<file path="src/rtl/bsdma_pkg.sv">
package bsdma_pkg;
    typedef enum logic [0:0] {
        ST_IDLE = 1'b0,
        ST_XFER = 1'b1
    } chan_state_t;

    localparam int unsigned REG_AW = 3;

    localparam logic [REG_AW-1:0] A_CTRL  = 3'd0;
    localparam logic [REG_AW-1:0] A_TOTAL = 3'd1;
    localparam logic [REG_AW-1:0] A_HALF  = 3'd2;
    localparam logic [REG_AW-1:0] A_IRQEN = 3'd3;
    localparam logic [REG_AW-1:0] A_STAT  = 3'd4;
    localparam logic [REG_AW-1:0] A_CLR   = 3'd5;
endpackage

</file>
<file path="src/rtl/bsdma_route.sv">
module bsdma_route #(
    parameter int unsigned DATA_W   = 8,
    parameter int unsigned NUM_SRC  = 2,
    parameter int unsigned NUM_BANK = 4,
    localparam int unsigned SRC_W   = $clog2(NUM_SRC),
    localparam int unsigned BANK_W  = $clog2(NUM_BANK)
) (
    input  logic                        clk,
    input  logic                        rst_n,
    input  logic                        running,
    input  logic [SRC_W-1:0]            src_sel,
    input  logic [BANK_W-1:0]           bank_sel,
    input  logic [NUM_SRC-1:0]          src_valid,
    input  logic [NUM_SRC*DATA_W-1:0]   src_data,
    input  logic                        bus_ready,
    output logic                        beat,
    output logic [NUM_SRC-1:0]          src_ready,
    output logic [DATA_W-1:0]           bus_wdata,
    output logic [NUM_BANK-1:0]         bank_strobe
);
    always_comb begin
        beat      = running && src_valid[src_sel] && bus_ready;
        bus_wdata = src_data[src_sel*DATA_W +: DATA_W];
    end

    for (genvar g = 0; g < NUM_SRC; g++) begin : g_src
        assign src_ready[g] = beat && (src_sel == SRC_W'(g));
    end

    for (genvar b = 0; b < NUM_BANK; b++) begin : g_bank
        assign bank_strobe[b] = beat && (bank_sel == BANK_W'(b));
    end

    AST_READY_ONEHOT: assert property (@(posedge clk) disable iff (!rst_n)
        $onehot0(src_ready));
    AST_STROBE_PER_WRITE: assert property (@(posedge clk) disable iff (!rst_n)
        beat |-> $countones(bank_strobe) == 1);
    AST_NO_STROBE_IDLE: assert property (@(posedge clk) disable iff (!rst_n)
        !running |-> bank_strobe == '0);
endmodule

</file>
<file path="src/rtl/bsdma_fsm.sv">
module bsdma_fsm
    import bsdma_pkg::*;
#(
    parameter int unsigned CNT_W = 28
) (
    input  logic             clk,
    input  logic             rst_n,
    input  logic             start_req,
    input  logic             stop_req,
    input  logic             beat,
    input  logic [CNT_W-1:0] cnt,
    input  logic [CNT_W-1:0] htcnt,
    output logic             running,
    output logic [CNT_W-1:0] cur_cnt,
    output logic             tc_set,
    output logic             ht_set
);
    chan_state_t state_q, state_d;
    logic        last_beat;

    assign last_beat = beat && (cur_cnt == cnt);

    always_comb begin
        state_d = state_q;
        unique case (state_q)
            ST_IDLE: if (start_req) state_d = ST_XFER;           // T_START
            ST_XFER: begin
                if (last_beat)     state_d = ST_IDLE;            // T_DONE
                else if (stop_req) state_d = ST_IDLE;            // T_ABORT
            end
            default: state_d = ST_IDLE;
        endcase
    end

    always_ff @(posedge clk or negedge rst_n) begin
        if (!rst_n) state_q <= ST_IDLE;
        else        state_q <= state_d;
    end

    always_comb begin
        running = 1'b0;
        tc_set  = 1'b0;
        ht_set  = 1'b0;
        unique case (state_q)
            ST_IDLE: ;
            ST_XFER: begin
                running = 1'b1;
                tc_set  = last_beat;
                ht_set  = beat && (cur_cnt == htcnt);
            end
            default: ;
        endcase
    end

    always_ff @(posedge clk or negedge rst_n) begin
        if (!rst_n)                              cur_cnt <= '0;
        else if (state_q == ST_IDLE && start_req) cur_cnt <= '0;
        else if (running && beat)                cur_cnt <= cur_cnt + 1'b1;
    end

    AST_DONE_STOPS: assert property (@(posedge clk) disable iff (!rst_n)
        tc_set |=> !running);
    AST_COUNT_BOUND: assert property (@(posedge clk) disable iff (!rst_n)
        running |-> cur_cnt <= cnt);
    AST_ABORT_STOPS: assert property (@(posedge clk) disable iff (!rst_n)
        (running && stop_req && !beat) |=> !running);
    AST_FRESH_START: assert property (@(posedge clk) disable iff (!rst_n)
        (!running && start_req) |=> (running && cur_cnt == '0));
endmodule

</file>
<file path="src/rtl/bsdma_regs.sv">
module bsdma_regs
    import bsdma_pkg::*;
#(
    parameter int unsigned CNT_W    = 28,
    parameter int unsigned NUM_SRC  = 2,
    parameter int unsigned NUM_BANK = 4,
    localparam int unsigned SRC_W   = $clog2(NUM_SRC),
    localparam int unsigned BANK_W  = $clog2(NUM_BANK),
    localparam int unsigned BANK_LSB = 1 + SRC_W
) (
    input  logic              clk,
    input  logic              rst_n,
    input  logic              reg_we,
    input  logic [REG_AW-1:0] reg_addr,
    input  logic [CNT_W-1:0]  reg_wdata,
    output logic [CNT_W-1:0]  reg_rdata,
    input  logic              running,
    input  logic [CNT_W-1:0]  cur_cnt,
    input  logic              tc_set,
    input  logic              ht_set,
    output logic              start_req,
    output logic              stop_req,
    output logic [SRC_W-1:0]  src_sel,
    output logic [BANK_W-1:0] bank_sel,
    output logic [CNT_W-1:0]  cnt_q,
    output logic [CNT_W-1:0]  htcnt_q,
    output logic              irq
);
    logic tc_q, ht_q, tc_ie_q, ht_ie_q;
    logic ctrl_hit, clr_hit;
    logic [CNT_W-1:0] remaining;

    assign ctrl_hit  = reg_we && (reg_addr == A_CTRL);
    assign clr_hit   = reg_we && (reg_addr == A_CLR);
    assign start_req = ctrl_hit && reg_wdata[0] && !running;
    assign stop_req  = ctrl_hit && !reg_wdata[0];
    assign remaining = cnt_q - cur_cnt;

    always_ff @(posedge clk or negedge rst_n) begin
        if (!rst_n) begin
            src_sel  <= '0;
            bank_sel <= '0;
            cnt_q    <= '0;
            htcnt_q  <= '1;
            tc_ie_q  <= 1'b0;
            ht_ie_q  <= 1'b0;
            tc_q     <= 1'b0;
            ht_q     <= 1'b0;
        end else begin
            if (ctrl_hit) begin
                src_sel  <= reg_wdata[1 +: SRC_W];
                bank_sel <= reg_wdata[BANK_LSB +: BANK_W];
            end
            if (reg_we && reg_addr == A_TOTAL && !running) cnt_q   <= reg_wdata;
            if (reg_we && reg_addr == A_HALF  && !running) htcnt_q <= reg_wdata;
            if (reg_we && reg_addr == A_IRQEN) begin
                tc_ie_q <= reg_wdata[0];
                ht_ie_q <= reg_wdata[1];
            end
            tc_q <= tc_set || (tc_q && !(clr_hit && reg_wdata[0]));
            ht_q <= ht_set || (ht_q && !(clr_hit && reg_wdata[1]));
        end
    end

    always_comb begin
        reg_rdata = '0;
        unique case (reg_addr)
            A_CTRL:  begin
                reg_rdata[0]                 = running;
                reg_rdata[1 +: SRC_W]        = src_sel;
                reg_rdata[BANK_LSB +: BANK_W] = bank_sel;
            end
            A_TOTAL: reg_rdata = running ? remaining : cnt_q;
            A_HALF:  reg_rdata = running ? remaining : htcnt_q;
            A_IRQEN: reg_rdata[1:0] = {ht_ie_q, tc_ie_q};
            A_STAT:  reg_rdata[1:0] = {ht_q, tc_q};
            default: reg_rdata = '0;
        endcase
    end

    assign irq = (tc_q && tc_ie_q) || (ht_q && ht_ie_q);

    AST_TOTAL_LOCKED: assert property (@(posedge clk) disable iff (!rst_n)
        running |=> $stable(cnt_q));
    AST_HALF_LOCKED: assert property (@(posedge clk) disable iff (!rst_n)
        running |=> $stable(htcnt_q));
    AST_TC_STICKY: assert property (@(posedge clk) disable iff (!rst_n)
        (tc_q && !(clr_hit && reg_wdata[0])) |=> tc_q);
    AST_SET_WINS: assert property (@(posedge clk) disable iff (!rst_n)
        tc_set |=> tc_q);
endmodule

</file>
<file path="src/rtl/bsdma_chan.sv">
module bsdma_chan
    import bsdma_pkg::*;
#(
    parameter int unsigned CNT_W    = 28,
    parameter int unsigned DATA_W   = 8,
    parameter int unsigned NUM_SRC  = 2,
    parameter int unsigned NUM_BANK = 4,
    localparam int unsigned SRC_W   = $clog2(NUM_SRC),
    localparam int unsigned BANK_W  = $clog2(NUM_BANK)
) (
    input  logic                      clk,
    input  logic                      rst_n,
    input  logic                      reg_we,
    input  logic [REG_AW-1:0]         reg_addr,
    input  logic [CNT_W-1:0]          reg_wdata,
    output logic [CNT_W-1:0]          reg_rdata,
    input  logic [NUM_SRC-1:0]        src_valid,
    input  logic [NUM_SRC*DATA_W-1:0] src_data,
    output logic [NUM_SRC-1:0]        src_ready,
    input  logic                      bus_ready,
    output logic                      bus_wr_en,
    output logic [DATA_W-1:0]         bus_wdata,
    output logic [NUM_BANK-1:0]       bank_strobe,
    output logic                      irq
);
    logic              running, beat, start_req, stop_req, tc_set, ht_set;
    logic [CNT_W-1:0]  cur_cnt, cnt_q, htcnt_q;
    logic [SRC_W-1:0]  src_sel;
    logic [BANK_W-1:0] bank_sel;

    bsdma_regs #(.CNT_W(CNT_W), .NUM_SRC(NUM_SRC), .NUM_BANK(NUM_BANK)) u_regs (
        .clk(clk), .rst_n(rst_n), .reg_we(reg_we), .reg_addr(reg_addr),
        .reg_wdata(reg_wdata), .reg_rdata(reg_rdata), .running(running),
        .cur_cnt(cur_cnt), .tc_set(tc_set), .ht_set(ht_set),
        .start_req(start_req), .stop_req(stop_req), .src_sel(src_sel),
        .bank_sel(bank_sel), .cnt_q(cnt_q), .htcnt_q(htcnt_q), .irq(irq)
    );

    bsdma_fsm #(.CNT_W(CNT_W)) u_fsm (
        .clk(clk), .rst_n(rst_n), .start_req(start_req), .stop_req(stop_req),
        .beat(beat), .cnt(cnt_q), .htcnt(htcnt_q), .running(running),
        .cur_cnt(cur_cnt), .tc_set(tc_set), .ht_set(ht_set)
    );

    bsdma_route #(.DATA_W(DATA_W), .NUM_SRC(NUM_SRC), .NUM_BANK(NUM_BANK)) u_route (
        .clk(clk), .rst_n(rst_n), .running(running), .src_sel(src_sel),
        .bank_sel(bank_sel), .src_valid(src_valid), .src_data(src_data),
        .bus_ready(bus_ready), .beat(beat), .src_ready(src_ready),
        .bus_wdata(bus_wdata), .bank_strobe(bank_strobe)
    );

    assign bus_wr_en = beat;
endmodule

</file>
<file path="config.mk">
export PLATFORM = sky130hd
export DESIGN_NAME = bsdma_chan
export DESIGN_NICKNAME = d
export VERILOG_FILES = /design/src/rtl/bsdma_pkg.sv /design/src/rtl/bsdma_route.sv /design/src/rtl/bsdma_fsm.sv /design/src/rtl/bsdma_regs.sv /design/src/rtl/bsdma_chan.sv
export SDC_FILE = /design/constraint.sdc
export NUM_CORES = 1
export LEC_CHECK = 0
export ABC_AREA = 1
export BUFFER_PORTS_ARGS = -buffer_cell sky130_fd_sc_hd__clkbuf_2
export CAP_MARGIN = 20
export CORE_MARGIN = 4
export CORE_UTILIZATION = 45
export CTS_BUF_LIST = sky130_fd_sc_hd__clkbuf_8
export CTS_CLUSTER_DIAMETER = 30
export DETAILED_ROUTE_END_ITERATION = 10
export PLACE_DENSITY = 0.7
export SLEW_MARGIN = 40
export SYNTH_ARGS = -nofsm -noshare
export SYNTH_HDL_FRONTEND = slang
export SYNTH_HIERARCHICAL = 1
export SYNTH_SLANG_ARGS = --single-unit
</file>
<file path="constraint.sdc">
create_clock -name clk -period 2 [get_ports clk]
set_clock_uncertainty 0.15 [all_clocks]
set_input_delay 0.1 -clock clk [delete_from_list [all_inputs] [get_ports clk]]
set_output_delay 0.1 -clock clk [all_outputs]
set_load 0.01 [all_outputs]
</file>
[After elaboration in Yosys (flattened, before gate mapping)]
Index checks and enable logic that the tools add are counted.
Storage, ports and cells
  register bits: 92
  bits in latches: 0
  bits in writable memories: 0
  ROM bits: 0
  logic and storage cells: 80
  memories kept: 0
Operators by class
  add/subtract/negate cells: 2
  $mul: 0
  div/mod/pow operators: 0
  magnitude comparators: 1
  equal/unequal tests: 10
  shifts and indexed selects: 1
  mux-type cells: 16
  bitwise logic cells: 2
  reductions and logical operators: 38
Operators by type and width (number)
  28-bit two-way mux: 4
  28-bit equality test: 2
  24-bit one-hot mux with 2 select lines: 1
  28-bit by 1-bit adder with 28-bit output (second input constant): 1
  1-bit logical AND: 28
  28-bit subtractor: 1
  16-bit by 5-bit variable part select with 8-bit output: 1
  2-bit one-hot mux with 5 select lines: 1
  1-bit two-way mux: 8
  3-bit by 2-bit equality test with 1-bit output (second input constant): 2
  3-bit equality test (second input constant): 2
  2-bit one-hot mux with 3 select lines: 1
  2-bit equality test (second input constant): 2
  1-bit logical NOT: 4
  3-bit by 1-bit equality test with 1-bit output (second input constant): 1
  3-bit logical NOT: 1
  1-bit logical OR: 3
  2-bit by 1-bit equality test with 1-bit output (second input constant): 1
  2-bit logical NOT: 1
  1-bit by 2-bit less-than comparator with 1-bit output (second input constant): 1
  1-bit NOT: 2
  1-bit one-hot mux with 2 select lines: 1
  2-bit nonzero test: 1

[Logic depth before layout (Yosys ltp)]
  depth after elaboration: 7
  depth in mapped cells: 14
  mapped depth without buffers: 14

[Hierarchy]
Netlist, hierarchy kept.
Modules (own cells, without submodules)
  bsdma_regs: instances 1, cells each 857, area an instance 5391.4 µm², sequential area each 1611.5 µm²
  bsdma_fsm: instances 1, cells each 500, area an instance 2916.5 µm², sequential area each 725.7 µm²
  bsdma_route: instances 1, cells each 47, area an instance 185.2 µm², sequential area each 0.0 µm²

[Least setup slack after synthesis]
No wires, ideal clock.
  path kind: register to register
  from: register u_fsm.state_q
  to: register u_fsm.cur_cnt[25]
  setup time: 119 ps
  arrival time: 1791 ps
  slack: -60 ps
  cell stages (with the launch flop): 11
  cells stage by stage: dfrtp_1 -> buf_2 -> buf_1 -> nor3_1 -> nand2_2 -> nand2_4 -> inv_1 -> nor3_1 -> nand3_1 -> nand2_1 -> nor2_1
Between the ends
  word-level cells in the longest chain between the ends: 5
  elaborated cells between the ends (all ways): 10
  those cells by class: 2 x mux; 1 x bitwise; 7 x reduce/logical
Ends and longest elaborated chain
  start: declaration: line bsdma_fsm.sv:18  | chan_state_t state_q, state_d;
  start signal: assignment: line bsdma_fsm.sv:37  | else state_q <= state_d;
  1-bit two-way mux *: line bsdma_fsm.sv:44  | unique case (state_q)
  1-bit logical NOT *: line bsdma_regs.sv:35  | assign start_req = ctrl_hit && reg_wdata[0] && !running;
  1-bit logical AND *: line bsdma_regs.sv:35
  via start_req: line bsdma_chan.sv:26  | logic running, beat, start_req, stop_req, tc_set, ht_set;
  1-bit logical AND *: line bsdma_fsm.sv:57  | else if (state_q == ST_IDLE && start_req) cur_cnt <= '0;
  28-bit two-way mux / 2-bit nonzero test (equally long branches)
  end signal: assignment: line bsdma_fsm.sv:58  | else if (running && beat) cur_cnt <= cur_cnt + 1'b1;
  end: declaration: line bsdma_fsm.sv:14  | output logic [CNT_W-1:0] cur_cnt,
The timed path passes the listed nets; every way through them passes the cells marked *.
A chain may end at the register's enable or synchronous reset.

[Worst setup path in the final report]
  from: register u_regs.cnt_q[0]
  to: output reg_rdata[12]
Between the ends
  word-level cells in the longest chain between the ends: 3
  elaborated cells between the ends (all ways): 4
  those cells by class: 1 x add/sub; 3 x mux
Ends and longest elaborated chain
  start: declaration: line bsdma_regs.sv:25  | output logic [CNT_W-1:0] cnt_q,
  start signal: assignment: line bsdma_regs.sv:54  | if (reg_we && reg_addr == A_TOTAL && !running) cnt_q <= reg_wdata;
  28-bit subtractor *: line bsdma_regs.sv:37  | assign remaining = cnt_q - cur_cnt;
  28-bit two-way mux, on equally long branches: line bsdma_regs.sv:74, bsdma_regs.sv:73
  24-bit one-hot mux with 2 select lines *: line bsdma_regs.sv:67  | unique case (reg_addr)
  end: declaration: line bsdma_chan.sv:16  | output logic [CNT_W-1:0] reg_rdata,
Mark *: on every way between the ends. The rest lies on a longest branch, timed or not.

==> metrics.md <==
| Metric | Value |
|---|---|
| Status | complete, but fails checks |
| Failing checks | setup timing |
| Final ANT Viol Nets | 0 |
| Total wire length | 33.5 mm |
| F_max | 382 MHz |
| Final hold violation count | 0 |
| Post-Synthesis Cells | 1404 |
| DR pass1 iterations | 7 |
| GPL Wtd Cong | 0.993 |
| I/O Buffers | 96 |
| Multi-input gate area | 0.00570 mm² |
| Vias in the first global route | 9237 |
| Critical path peak fanout | 3 |
| CP Capture Type | output port |
| Core area | 0.0183 mm² |
| Hold WC Path Type | primary input to flip-flop |
| Post-synth top area cell | nand2_1 |
| CTS sink count | 92 |
| Top FF cell, synth | dfrtp_1 |
| Placed cells | 1823 |
| Avg Vias per Cell | 5.28 |
| Worst skew pair latency | 0.38 ns |
| WP data arrival | 2.37 ns |
| Synth Warn # | 6 |
| Root Buffer | clkbuf_8 |
| Iteration-0 DRC Markers | 971 |
| Min Tclk post-route | 2.62 ns |
| Syn_nets | 1486 |
| CTS tree | yes |
| Max-Cap Viols | 0 |
| Longest Clk Path Bufs | 2 |
| Crit start category | flip-flop |
| Dpl cell area | 0.0101 mm² |
| Layout cells sized above 1 | 29.4% |
| Synth area leaders | nand2_1, dfrtp_1, inv_1, dfstp_2, o21ai_0 |
| Static Leak | 6.06 nW |
| Netlist cell types | 47 |
| Worst EP required | 1.75 ns |
| Layout area overhead | 36.1% |
| Design Area, Final | 0.0116 mm² |
| EDFF count, synth | 0 |
| Antenna cells | 0 |
| Place WS | -0.298 ns |
| Power density cells | 1310 mW/mm² |
| Final max-slew violation count | 0 |
| Non-Filler Instances | 1883 |
| First-pass GRT wire length | 51.1 mm |
| WL/cell | 17.8 µm |
| Worst-Margin Slew | 0.604 ns |
| DRC Markers | 0 |
| Initial antenna violation count | 1 |
| Gr ovfl total | 0 |
| # fillers | 1772 |
| Synth top area share | 20.8% |
| Largest net degree at the start of global routing | 46 |
| Worst vdd ir | 0.600 mV |
| Setup slack after layout | -0.617 ns |
| Tcrit/Tclk final | 131% |
| Post-Synthesis Mean Instance Area | 6.05 µm² |
| # H-tree levels | 3 |
| Sequential share of the synthesized area | 27.5% |
| GRT Util Overall | 30.7% |
| Vias | 9939 |
| Crit Path Category | flip-flop to output port |
| Die span in x | 145 µm |
| Register area | 0.00234 mm² |
| Die H | 145 µm |
| Final nets | 1731 |
| TritonCTS buffer count | 9 |
| RSZ-0062 raised after global routing | yes |
| Initial Util | 46.5% |
| Final Core Density | 63.3% |
| Num rows | 49 |
| Slew headroom | 59.7% |
| Reg clk slew, reported paths | 0.10 ns |
| Die footprint | 0.0211 mm² |
| Dpl hpwl | 26.4 mm |
| I/O pins | 97 |
| Seq cells post-synth | 92 |
| Final setup viols | 27 |
| FFs w/ async S/R, synth | 100% |
| Cell area after synthesis | 0.00849 mm² |
[layer usage]
metal | GRT usage, % | vias to the layer above | routed length [µm]
met2 | 47.3 | 420 | 14800
li1 | - | 4860 | -
met3 | 5.33 | 65 | 2710
met4 | 10.7 | 2 | 1090
met1 | 43.5 | 4592 | 14900
met5 | 0 | - | 13
[sequential cells by signal (all words and copies together) (netlist names)]
name,count
u_fsm/cur_cnt,28
u_fsm/state_q,1
u_regs/bank_sel,2
u_regs/cnt_q,28
u_regs/ht_ie_q,1
u_regs/ht_q,1
u_regs/htcnt_q,28
u_regs/src_sel,1
u_regs/tc_ie_q,1
u_regs/tc_q,1
[worst max-delay path, stage by stage (launching register included)]
cell	delay, ns
dfrtp_1	0.41
inv_2	0.08
ha_4	0.12
inv_2	0.04
fa_2	0.39
nand2_2	0.10
nand3_2	0.08
nand2_1	0.12
nor2_2	0.08
nor2_2	0.13
or2_0	0.13
nand3_1	0.08
nand2_1	0.08
inv_1	0.05
clkbuf_2	0.12
[per-stage QoR]
stage          TNS [ns]  power (W)  hold slack (ns)
2_1_floorplan   -0.0249    0.00802           -0.346
3_3_place_gp      -4.01     0.0115           -0.245
3_5_place_dp      -4.66     0.0116           -0.243
4_1_cts          -12.44     0.0144           0.0261
5_1_grt          -15.18     0.0162           0.0979
6_report         -12.32     0.0151           0.0469
[cell usage in the layout, fill, tap and decap left out, types with 8 or more instances in the layout]
| cell type | count |
|---|---|
| o21ai_0 | 86 |
| inv_2 | 29 |
| nor2_1 | 102 |
| a21oi_2 | 9 |
| buf_4 | 129 |
| buf_2 | 11 |
| nor3_1 | 9 |
| nand2_2 | 51 |
| nand2_4 | 11 |
| nand2_1 | 425 |
| a21oi_1 | 27 |
| ha_4 | 25 |
| nor2_4 | 13 |
| inv_1 | 225 |
| nand3_2 | 15 |
| o22ai_1 | 8 |
| o21ai_1 | 55 |
| nand3_4 | 8 |
| buf_6 | 8 |
| nand3_1 | 55 |
| dfstp_2 | 28 |
| clkbuf_2 | 84 |
| dfrtp_1 | 59 |
| xnor2_1 | 19 |
| dlygate4sd3_1 | 32 |
| nand4_1 | 22 |
| clkbuf_8 | 10 |
| xor2_1 | 8 |
| nor2_2 | 22 |
[cell usage after synthesis (11+ instances only)]
cell type and number:
a21oi_1 36, buf_2 15, dfrtp_1 64, dfstp_2 28, ha_1 28, inv_1 247, nand2_1 470, nand2_2 16
nand3_1 70, nand4_1 22, nor2_1 117, nor2_2 14, nor3_1 11, o21ai_0 89, o21ai_1 52, xnor2_1 21
[worst paths after layout]
kind                                     from                  to  slack [ns]  cells past startpoint
max                           u_regs/cnt_q[0]       reg_rdata[12]       -0.62                     14
max in group asynchronous               rst_n    u_regs/cnt_q[18]        1.04                      3
max reg2reg                     u_fsm/state_q    u_fsm/cur_cnt[6]        0.04                     11
min                               reg_addr[2]         u_regs/ht_q        0.05                      4
min in group asynchronous               rst_n      u_regs/tc_ie_q        0.20                      3
min reg2reg                u_regs/htcnt_q[26]  u_regs/htcnt_q[26]        0.34                      2
[timing repair]
action / CTS / global route
gates cloned: 0 / 1
endpoints found under the hold margin: 128 / 0
setup buffers: 4 / 7
hold buffers: 32 / 0
resized for setup: 130 / 65
setup endpoints to repair: 27 / 41
pin swaps: 24 / 24
[kinds of logic (layout without fill, tap and decap cells)]
logic type               Yosys count  after routing  synth area share [%]
AO/OA/AOI/OAI                    214            214                  13.8
buffers and inverters            296            546                  14.3
XOR/XNOR                          29             29                  2.99
flip-flops                        92             92                  27.5
AND/OR/NAND/NOR                  744            744                  37.1
adder cells (fa/ha/maj)           29             29                  4.36
[final cells by class]
cell class	instances	area share, %
inverters	258	8.48
flip-flops and latches	92	20.3
multi-input cells	1016	49.3
clock inverters	6	0.769
clock buffers	10	1.19
well taps	229	2.48
repair buffers	272	17.5
[report_power, final]
part           total (W)  switching [W]  internal, W
Combinational     0.0104        0.00598      0.00444
Sequential       0.00327       0.000707      0.00256
Clock            0.00144       0.000705     0.000739
Total             0.0151        0.00739      0.00774
Power figures use the tool's default switching activity.
